## src/rtl/br_pkg.sv

```systemverilog
package br_pkg;

    typedef enum logic [2:0] {
        ST_IDLE,
        ST_TALLY,
        ST_DIVIDE,
        ST_SWEEP,
        ST_FINISH
    } br_state_e;

endpackage

```

## src/rtl/br_entry_table.sv

```systemverilog
module br_entry_table #(
    parameter int ENTRIES = 8,
    parameter int TS_W    = 16,
    parameter int REF_W   = 4,
    parameter int IDX_W   = 3
) (
    input  logic               clk,
    input  logic               rst_n,
    input  logic               use_valid,
    input  logic [IDX_W-1:0]   use_idx,
    input  logic [TS_W-1:0]    use_stamp,
    input  logic [ENTRIES-1:0] acq_vec,
    input  logic [ENTRIES-1:0] rel_vec,
    input  logic [ENTRIES-1:0] evict_vec,
    input  logic [IDX_W-1:0]   rd_idx,
    output logic [ENTRIES-1:0] entry_valid,
    output logic [ENTRIES-1:0] ref_busy,
    output logic               rel_err,
    output logic               rd_valid,
    output logic               rd_free,
    output logic [TS_W-1:0]    rd_stamp
);

    localparam logic [REF_W-1:0] REF_MAX = '1;

    logic [ENTRIES*TS_W-1:0] stamp_flat;
    logic [ENTRIES-1:0]      err_vec;
    logic                    rel_err_q;

    for (genvar g = 0; g < ENTRIES; g++) begin : g_entry
        logic [TS_W-1:0]  stamp_q;
        logic             valid_q;
        logic [REF_W-1:0] cnt_q;
        logic             hit;
        logic             inc;
        logic             dec;

        assign hit = use_valid && (use_idx == IDX_W'(g));
        assign inc = acq_vec[g] && !rel_vec[g];
        assign dec = rel_vec[g] && !acq_vec[g] && (cnt_q != '0);

        always_ff @(posedge clk) begin
            if (!rst_n) begin
                stamp_q <= '0;
                valid_q <= 1'b0;
            end else if (hit) begin
                stamp_q <= use_stamp;
                valid_q <= 1'b1;
            end else if (evict_vec[g]) begin
                valid_q <= 1'b0;
            end
        end

        always_ff @(posedge clk) begin
            if (!rst_n) begin
                cnt_q <= '0;
            end else if (inc && (cnt_q != REF_MAX)) begin
                cnt_q <= cnt_q + 1'b1;
            end else if (dec) begin
                cnt_q <= cnt_q - 1'b1;
            end
        end

        assign err_vec[g]                     = rel_vec[g] && !acq_vec[g] && (cnt_q == '0);
        assign stamp_flat[g*TS_W +: TS_W]     = stamp_q;
        assign entry_valid[g]                 = valid_q;
        assign ref_busy[g]                    = (cnt_q != '0);
    end

    always_ff @(posedge clk) begin
        if (!rst_n) begin
            rel_err_q <= 1'b0;
        end else begin
            rel_err_q <= |err_vec;
        end
    end

    assign rel_err  = rel_err_q;
    assign rd_valid = entry_valid[rd_idx];
    assign rd_free  = !ref_busy[rd_idx];
    assign rd_stamp = stamp_flat[int'(rd_idx)*TS_W +: TS_W];

endmodule

```

## src/rtl/br_tally.sv

```systemverilog
module br_tally #(
    parameter int TS_W  = 16,
    parameter int CNT_W = 4
) (
    input  logic            clk,
    input  logic            rst_n,
    input  logic            clear,
    input  logic            visit,
    input  logic            smp_valid,
    input  logic [TS_W-1:0] smp_stamp,
    input  logic            avg_load,
    output logic [TS_W-1:0] min_stamp,
    output logic [TS_W-1:0] max_stamp,
    output logic [TS_W-1:0] avg_stamp,
    output logic            none_valid
);

    localparam int SUM_W = TS_W + CNT_W;

    logic [TS_W-1:0]  min_q;
    logic [TS_W-1:0]  max_q;
    logic [TS_W-1:0]  avg_q;
    logic [SUM_W-1:0] sum_q;
    logic [CNT_W-1:0] cnt_q;
    logic [SUM_W-1:0] quot;

    always_ff @(posedge clk) begin
        if (!rst_n || clear) begin
            min_q <= '1;
            max_q <= '0;
            sum_q <= '0;
            cnt_q <= '0;
        end else if (visit && smp_valid) begin
            if (smp_stamp < min_q) begin
                min_q <= smp_stamp;
            end
            if (smp_stamp > max_q) begin
                max_q <= smp_stamp;
            end
            sum_q <= sum_q + SUM_W'(smp_stamp);
            cnt_q <= cnt_q + 1'b1;
        end
    end

    always_comb begin
        if (cnt_q == '0) begin
            quot = '0;
        end else begin
            quot = sum_q / SUM_W'(cnt_q);
        end
    end

    always_ff @(posedge clk) begin
        if (!rst_n || clear) begin
            avg_q <= '0;
        end else if (avg_load) begin
            avg_q <= quot[TS_W-1:0];
        end
    end

    assign none_valid = (cnt_q == '0);
    assign min_stamp  = none_valid ? '0 : min_q;
    assign max_stamp  = max_q;
    assign avg_stamp  = avg_q;

endmodule

```

## src/rtl/br_ctrl.sv

```systemverilog
module br_ctrl
    import br_pkg::*;
#(
    parameter int ENTRIES = 8,
    parameter int TS_W    = 16,
    parameter int IDX_W   = 3
) (
    input  logic               clk,
    input  logic               rst_n,
    input  logic               reclaim_start,
    input  logic               none_valid,
    input  logic               rd_valid,
    input  logic               rd_free,
    input  logic [TS_W-1:0]    rd_stamp,
    input  logic [TS_W-1:0]    avg_stamp,
    output logic [IDX_W-1:0]   scan_idx,
    output logic               tally_clear,
    output logic               tally_visit,
    output logic               avg_load,
    output logic [ENTRIES-1:0] evict_vec,
    output logic               busy,
    output logic               done
);

    localparam logic [IDX_W-1:0] LAST = IDX_W'(ENTRIES - 1);

    br_state_e        state_q;
    br_state_e        state_d;
    logic [IDX_W-1:0] idx_q;

    always_ff @(posedge clk) begin
        if (!rst_n) begin
            state_q <= ST_IDLE;
        end else begin
            state_q <= state_d;
        end
    end

    always_ff @(posedge clk) begin
        if (!rst_n || (state_q != state_d)) begin
            idx_q <= '0;
        end else if ((state_q == ST_TALLY) || (state_q == ST_SWEEP)) begin
            idx_q <= idx_q + 1'b1;
        end
    end

    always_comb begin
        state_d = state_q;
        unique case (state_q)
            ST_IDLE:   if (reclaim_start) state_d = ST_TALLY;
            ST_TALLY:  if (idx_q == LAST) state_d = ST_DIVIDE;
            ST_DIVIDE: state_d = none_valid ? ST_FINISH : ST_SWEEP;
            ST_SWEEP:  if (idx_q == LAST) state_d = ST_FINISH;
            ST_FINISH: state_d = ST_IDLE;
            default:   state_d = ST_IDLE;
        endcase
    end

    always_comb begin
        tally_clear = 1'b0;
        tally_visit = 1'b0;
        avg_load    = 1'b0;
        evict_vec   = '0;
        busy        = 1'b1;
        done        = 1'b0;
        unique case (state_q)
            ST_IDLE: begin
                busy        = 1'b0;
                tally_clear = reclaim_start;
            end
            ST_TALLY:  tally_visit = 1'b1;
            ST_DIVIDE: avg_load = 1'b1;
            ST_SWEEP: begin
                if (rd_valid && rd_free && (rd_stamp < avg_stamp)) begin
                    evict_vec[idx_q] = 1'b1;
                end
            end
            ST_FINISH: done = 1'b1;
            default:   busy = 1'b0;
        endcase
    end

    assign scan_idx = idx_q;

endmodule

```

## src/rtl/block_reclaimer.sv

```systemverilog
module block_reclaimer #(
    parameter int ENTRIES = 8,
    parameter int TS_W    = 16,
    parameter int REF_W   = 4,
    localparam int IDX_W  = (ENTRIES > 1) ? $clog2(ENTRIES) : 1
) (
    input  logic               clk,
    input  logic               rst_n,
    input  logic               use_valid,
    input  logic [IDX_W-1:0]   use_idx,
    input  logic [TS_W-1:0]    use_stamp,
    input  logic [ENTRIES-1:0] acq_vec,
    input  logic [ENTRIES-1:0] rel_vec,
    input  logic               reclaim_start,
    output logic [ENTRIES-1:0] evict_vec,
    output logic               done,
    output logic               busy,
    output logic [TS_W-1:0]    min_stamp,
    output logic [TS_W-1:0]    max_stamp,
    output logic [TS_W-1:0]    avg_stamp,
    output logic [ENTRIES-1:0] entry_valid,
    output logic [ENTRIES-1:0] ref_busy,
    output logic               rel_err
);

    localparam int CNT_W = $clog2(ENTRIES + 1);

    logic [IDX_W-1:0] scan_idx;
    logic             rd_valid;
    logic             rd_free;
    logic [TS_W-1:0]  rd_stamp;
    logic             tally_clear;
    logic             tally_visit;
    logic             avg_load;
    logic             none_valid;

    br_entry_table #(
        .ENTRIES(ENTRIES), .TS_W(TS_W), .REF_W(REF_W), .IDX_W(IDX_W)
    ) u_table (
        .clk        (clk),
        .rst_n      (rst_n),
        .use_valid  (use_valid),
        .use_idx    (use_idx),
        .use_stamp  (use_stamp),
        .acq_vec    (acq_vec),
        .rel_vec    (rel_vec),
        .evict_vec  (evict_vec),
        .rd_idx     (scan_idx),
        .entry_valid(entry_valid),
        .ref_busy   (ref_busy),
        .rel_err    (rel_err),
        .rd_valid   (rd_valid),
        .rd_free    (rd_free),
        .rd_stamp   (rd_stamp)
    );

    br_tally #(
        .TS_W(TS_W), .CNT_W(CNT_W)
    ) u_tally (
        .clk       (clk),
        .rst_n     (rst_n),
        .clear     (tally_clear),
        .visit     (tally_visit),
        .smp_valid (rd_valid),
        .smp_stamp (rd_stamp),
        .avg_load  (avg_load),
        .min_stamp (min_stamp),
        .max_stamp (max_stamp),
        .avg_stamp (avg_stamp),
        .none_valid(none_valid)
    );

    br_ctrl #(
        .ENTRIES(ENTRIES), .TS_W(TS_W), .IDX_W(IDX_W)
    ) u_ctrl (
        .clk          (clk),
        .rst_n        (rst_n),
        .reclaim_start(reclaim_start),
        .none_valid   (none_valid),
        .rd_valid     (rd_valid),
        .rd_free      (rd_free),
        .rd_stamp     (rd_stamp),
        .avg_stamp    (avg_stamp),
        .scan_idx     (scan_idx),
        .tally_clear  (tally_clear),
        .tally_visit  (tally_visit),
        .avg_load     (avg_load),
        .evict_vec    (evict_vec),
        .busy         (busy),
        .done         (done)
    );

endmodule

```

## config.mk

```make
export PLATFORM = sky130hd
export DESIGN_NAME = block_reclaimer
export DESIGN_NICKNAME = d
export VERILOG_FILES = /design/src/rtl/br_pkg.sv /design/src/rtl/br_entry_table.sv /design/src/rtl/br_tally.sv /design/src/rtl/br_ctrl.sv /design/src/rtl/block_reclaimer.sv
export SDC_FILE = /design/constraint.sdc
export NUM_CORES = 1
export LEC_CHECK = 0
export ABC_AREA = 1
export BUFFER_PORTS_ARGS = -buffer_cell sky130_fd_sc_hd__buf_4
export CORE_MARGIN = 2
export CORE_UTILIZATION = 45
export CTS_BUF_LIST = sky130_fd_sc_hd__clkbuf_8 sky130_fd_sc_hd__clkbuf_16
export DETAILED_ROUTE_END_ITERATION = 16
export RECOVER_POWER = 100
export SYNTH_ARGS = -nofsm -noshare
export SYNTH_HDL_FRONTEND = slang
export SYNTH_HIERARCHICAL = 1
export SYNTH_SLANG_ARGS = --single-unit
```

## constraint.sdc

```tcl
create_clock -name clk -period 67.2 [get_ports clk]
set_input_delay 0 -clock clk [delete_from_list [all_inputs] [get_ports clk]]
set_output_delay 0 -clock clk [all_outputs]
set_load 0.1 [all_outputs]
```

==> flow_metrics.tcl <==
set metrics [dict create \
    synth_area_um2 20900 \
    num_rows 79 \
    crit_path_end_kind "flip-flop" \
    clock.fmax_ghz 0.0283 \
    first_global_vias 19855 \
    synth_seq_area_share_pct 23.6 \
    grt_usage_pct 25.6 \
    diodes 0 \
    detail_route.wl_per_cell_um 15.3 \
    final.period_utilization_pct 52.6 \
    synth_cell_types 56 \
    cts_inserted_buffers 28 \
    tns_ns 0 \
    initial_core_util_pct 45.3 \
    netlist_instances 3346 \
    cts_setup_buffers 0 \
    drt-pass1-iter-count 6 \
    status "finished with violations" \
    maxSlewViolCount 367 \
    place.gp.congestion 0.899 \
    post_drt_via_cell_ratio 5.24 \
    die_area_um2 48300 \
    dp_slack_ns 35.38 \
    nets 3642 \
    synthToLayoutAreaGrowth_pct 10.1 \
    report.final.hold_viol_count 0 \
    cts_sinks 247 \
    grt_antenna_before_repair 0 \
    fin_hold_ws_ns 0.00621 \
    synth_warnings 6 \
    min_period_ns 35.32 \
    synth-edff-count 0 \
    hold_class "input pin to flip-flop" \
    clkTransAtPathRegs_ns 0.07 \
    crit_arrival_ns 35.69 \
    hp-start "rel_vec[2]" \
    skew_ns 0.0198 \
    fp.dieW_um 220 \
    grt_max_degree 82 \
    drt_iter0_markers 1381 \
    rr_startpoint "u_tally/cnt_q[1]" \
    rsz0062_at_grt "false" \
    h-tree-depth 1 \
    synthFlopType "dfxtp_1" \
    portBuffers 113 \
    cp_max_fo 23 \
    worstSkewPairLatency_ns 0.56 \
    path_common_cell "nand2_1" \
    slew_headroom_pct -108 \
    cts_root_buf "clkbuf_16" \
    drt.antenna.violating_nets 0 \
    synth_nets 3551 \
    cts_tree "yes" \
    setup_viol 0 \
    drc_errors 0 \
    synth_seq_cells 247 \
    nFillCells 4846 \
    post_route_cells_drive_above_1_share_pct 6.94 \
    setup_ws_ns 31.88 \
    async_flop_share_pct 0 \
    pin_count 114 \
    vias 21290 \
    syn_area_per_cell_um2 6.26 \
    clockBufferDepth 3 \
    cpMaxStageDelayCell "clkbuf_1" \
    setup.worst_path.start "u_tally/cnt_q[1]" \
    violations "capacitance limit, slew limit" \
    cp.required_ns 67.57 \
    drt-total-wl_um 62300 \
    start_kind "flip-flop" \
    tightest_slew_ns 3.12 \
    die_h_um 220 \
    maxCapViolations 7 \
    core-area_um2 46300 \
    grt_overflow_total 0 \
    max_stage_delay_ns 1.06 \
    critPathKind "flip-flop to flip-flop" \
    place_hpwl_um 45700 \
    grt_pass1_wl_um 101000 \
]
## sequential cells by signal, summed over array words and instances (netlist names)
register,flops
u_tally/min_q,16
u_tally/cnt_q,4
u_table/rel_err,1
u_tally/max_stamp,16
u_tally/avg_stamp,16
u_table/g_entry.stamp_q,128
u_tally/sum_q,20
u_ctrl/state_q,3
u_ctrl/scan_idx,3
u_table/g_entry.cnt_q,32
u_table/g_entry.valid_q,8
## metal layers
metal	vias to the layer above	global-route usage (%)	wire length [µm]
met3	96	2.28	2690
met2	462	45.2	29700
met5	-	0	0
met4	0	7.20	1590
li1	11004	-	-
met1	9728	33.1	28300
## worst paths after layout
kind,end,slack (ns),cells after the start
hold reg to reg,u_table/g_entry[6].stamp_q[2],0.48,2
setup reg to reg,u_tally/avg_stamp[0],31.88,216
setup / recovery,u_tally/avg_stamp[0],31.88,216
hold / removal,u_table/g_entry[2].cnt_q[3],0.006,7
## final cells by class
type / count / area (µm²) / share of cell area [%]
multi-input combinational: 2545 / 13600 / 58.8
timing repair buffer: 172 / 1090 / 4.74
clock inverter: 17 / 226 / 0.983
inverter: 443 / 1670 / 7.23
clock buffer: 34 / 795 / 3.45
tap: 607 / 759 / 3.30
sequential: 247 / 4950 / 21.5
## kinds of logic (layout without fill, tap and decap cells)
group           count (synthesis)  in the layout  share of synthesized area [%]
buf+inv                       554            666                           10.7
mux                             2              2                          0.108
fa+ha+maj                     166            166                           10.2
flops                         247            247                           23.6
simple gates                 1716           1716                           36.9
compound gates                588            588                           15.4
xor+xnor                       73             73                           3.05
## placed cells by master (no fill, tap or decap), types with 65 or more instances in the layout
cell      Yosys  final
ha_1        157    157
inv_1       403    419
dfxtp_1     247    246
nor2_1      577    583
clkbuf_1     68     83
a21oi_1     151    153
nand2_1     701    708
o21ai_0     302    306
nand3_1     204    211
nand4_1      64     65
## stage by stage
| stage | utilization, % | instances | area, µm² |
|---|---|---|---|
| 2_1_floorplan | - | 3346 | 20900 |
| 3_3_place_gp | 47.7 | 3969 | 22100 |
| 3_5_place_dp | 47.7 | 3969 | 22100 |
| 4_1_cts | 50.9 | 4065 | 23600 |
| 5_1_grt | 49.8 | 4065 | 23000 |
| 6_report | 49.8 | 4065 | 23000 |
## repair_timing
item / 4_1_cts / 5_1_grt
resized for setup: 0 / 0
hold endpoints to repair: 160 / 0
endpoints found under the setup margin: 0 / 0
hold buffers: 45 / 0
## worst max-delay path, delay by kind of cell (launching register included)
family	cells	cell delay (ns)
flip-flops	1	0.34
AO/OA/AOI/OAI	49	8.23
buffers and inverters	32	4.31
adder cells (fa/ha/maj)	19	6.05
AND/OR/NAND/NOR	116	16.10
## synth_stat cells (26+ instances only)
cell / number / area share, %
nand2_1: 701 / 13
nor2_1: 577 / 10
inv_1: 403 / 7.2
o21ai_0: 302 / 7.2
dfxtp_1: 247 / 24
nand3_1: 204 / 4.9
ha_1: 157 / 9.4
a21oi_1: 151 / 3.6
clkbuf_1: 68 / 1.2
nand4_1: 64 / 1.9
xor2_1: 48 / 2.0
nand2_2: 35 / 1.0
o22ai_1: 34 / 1.0
inv_2: 30 / 0.54
nand2_4: 26 / 1.4
Power is not shown: default switching activity piles up to over one toggle a cycle in this logic, so the estimate is an artifact.
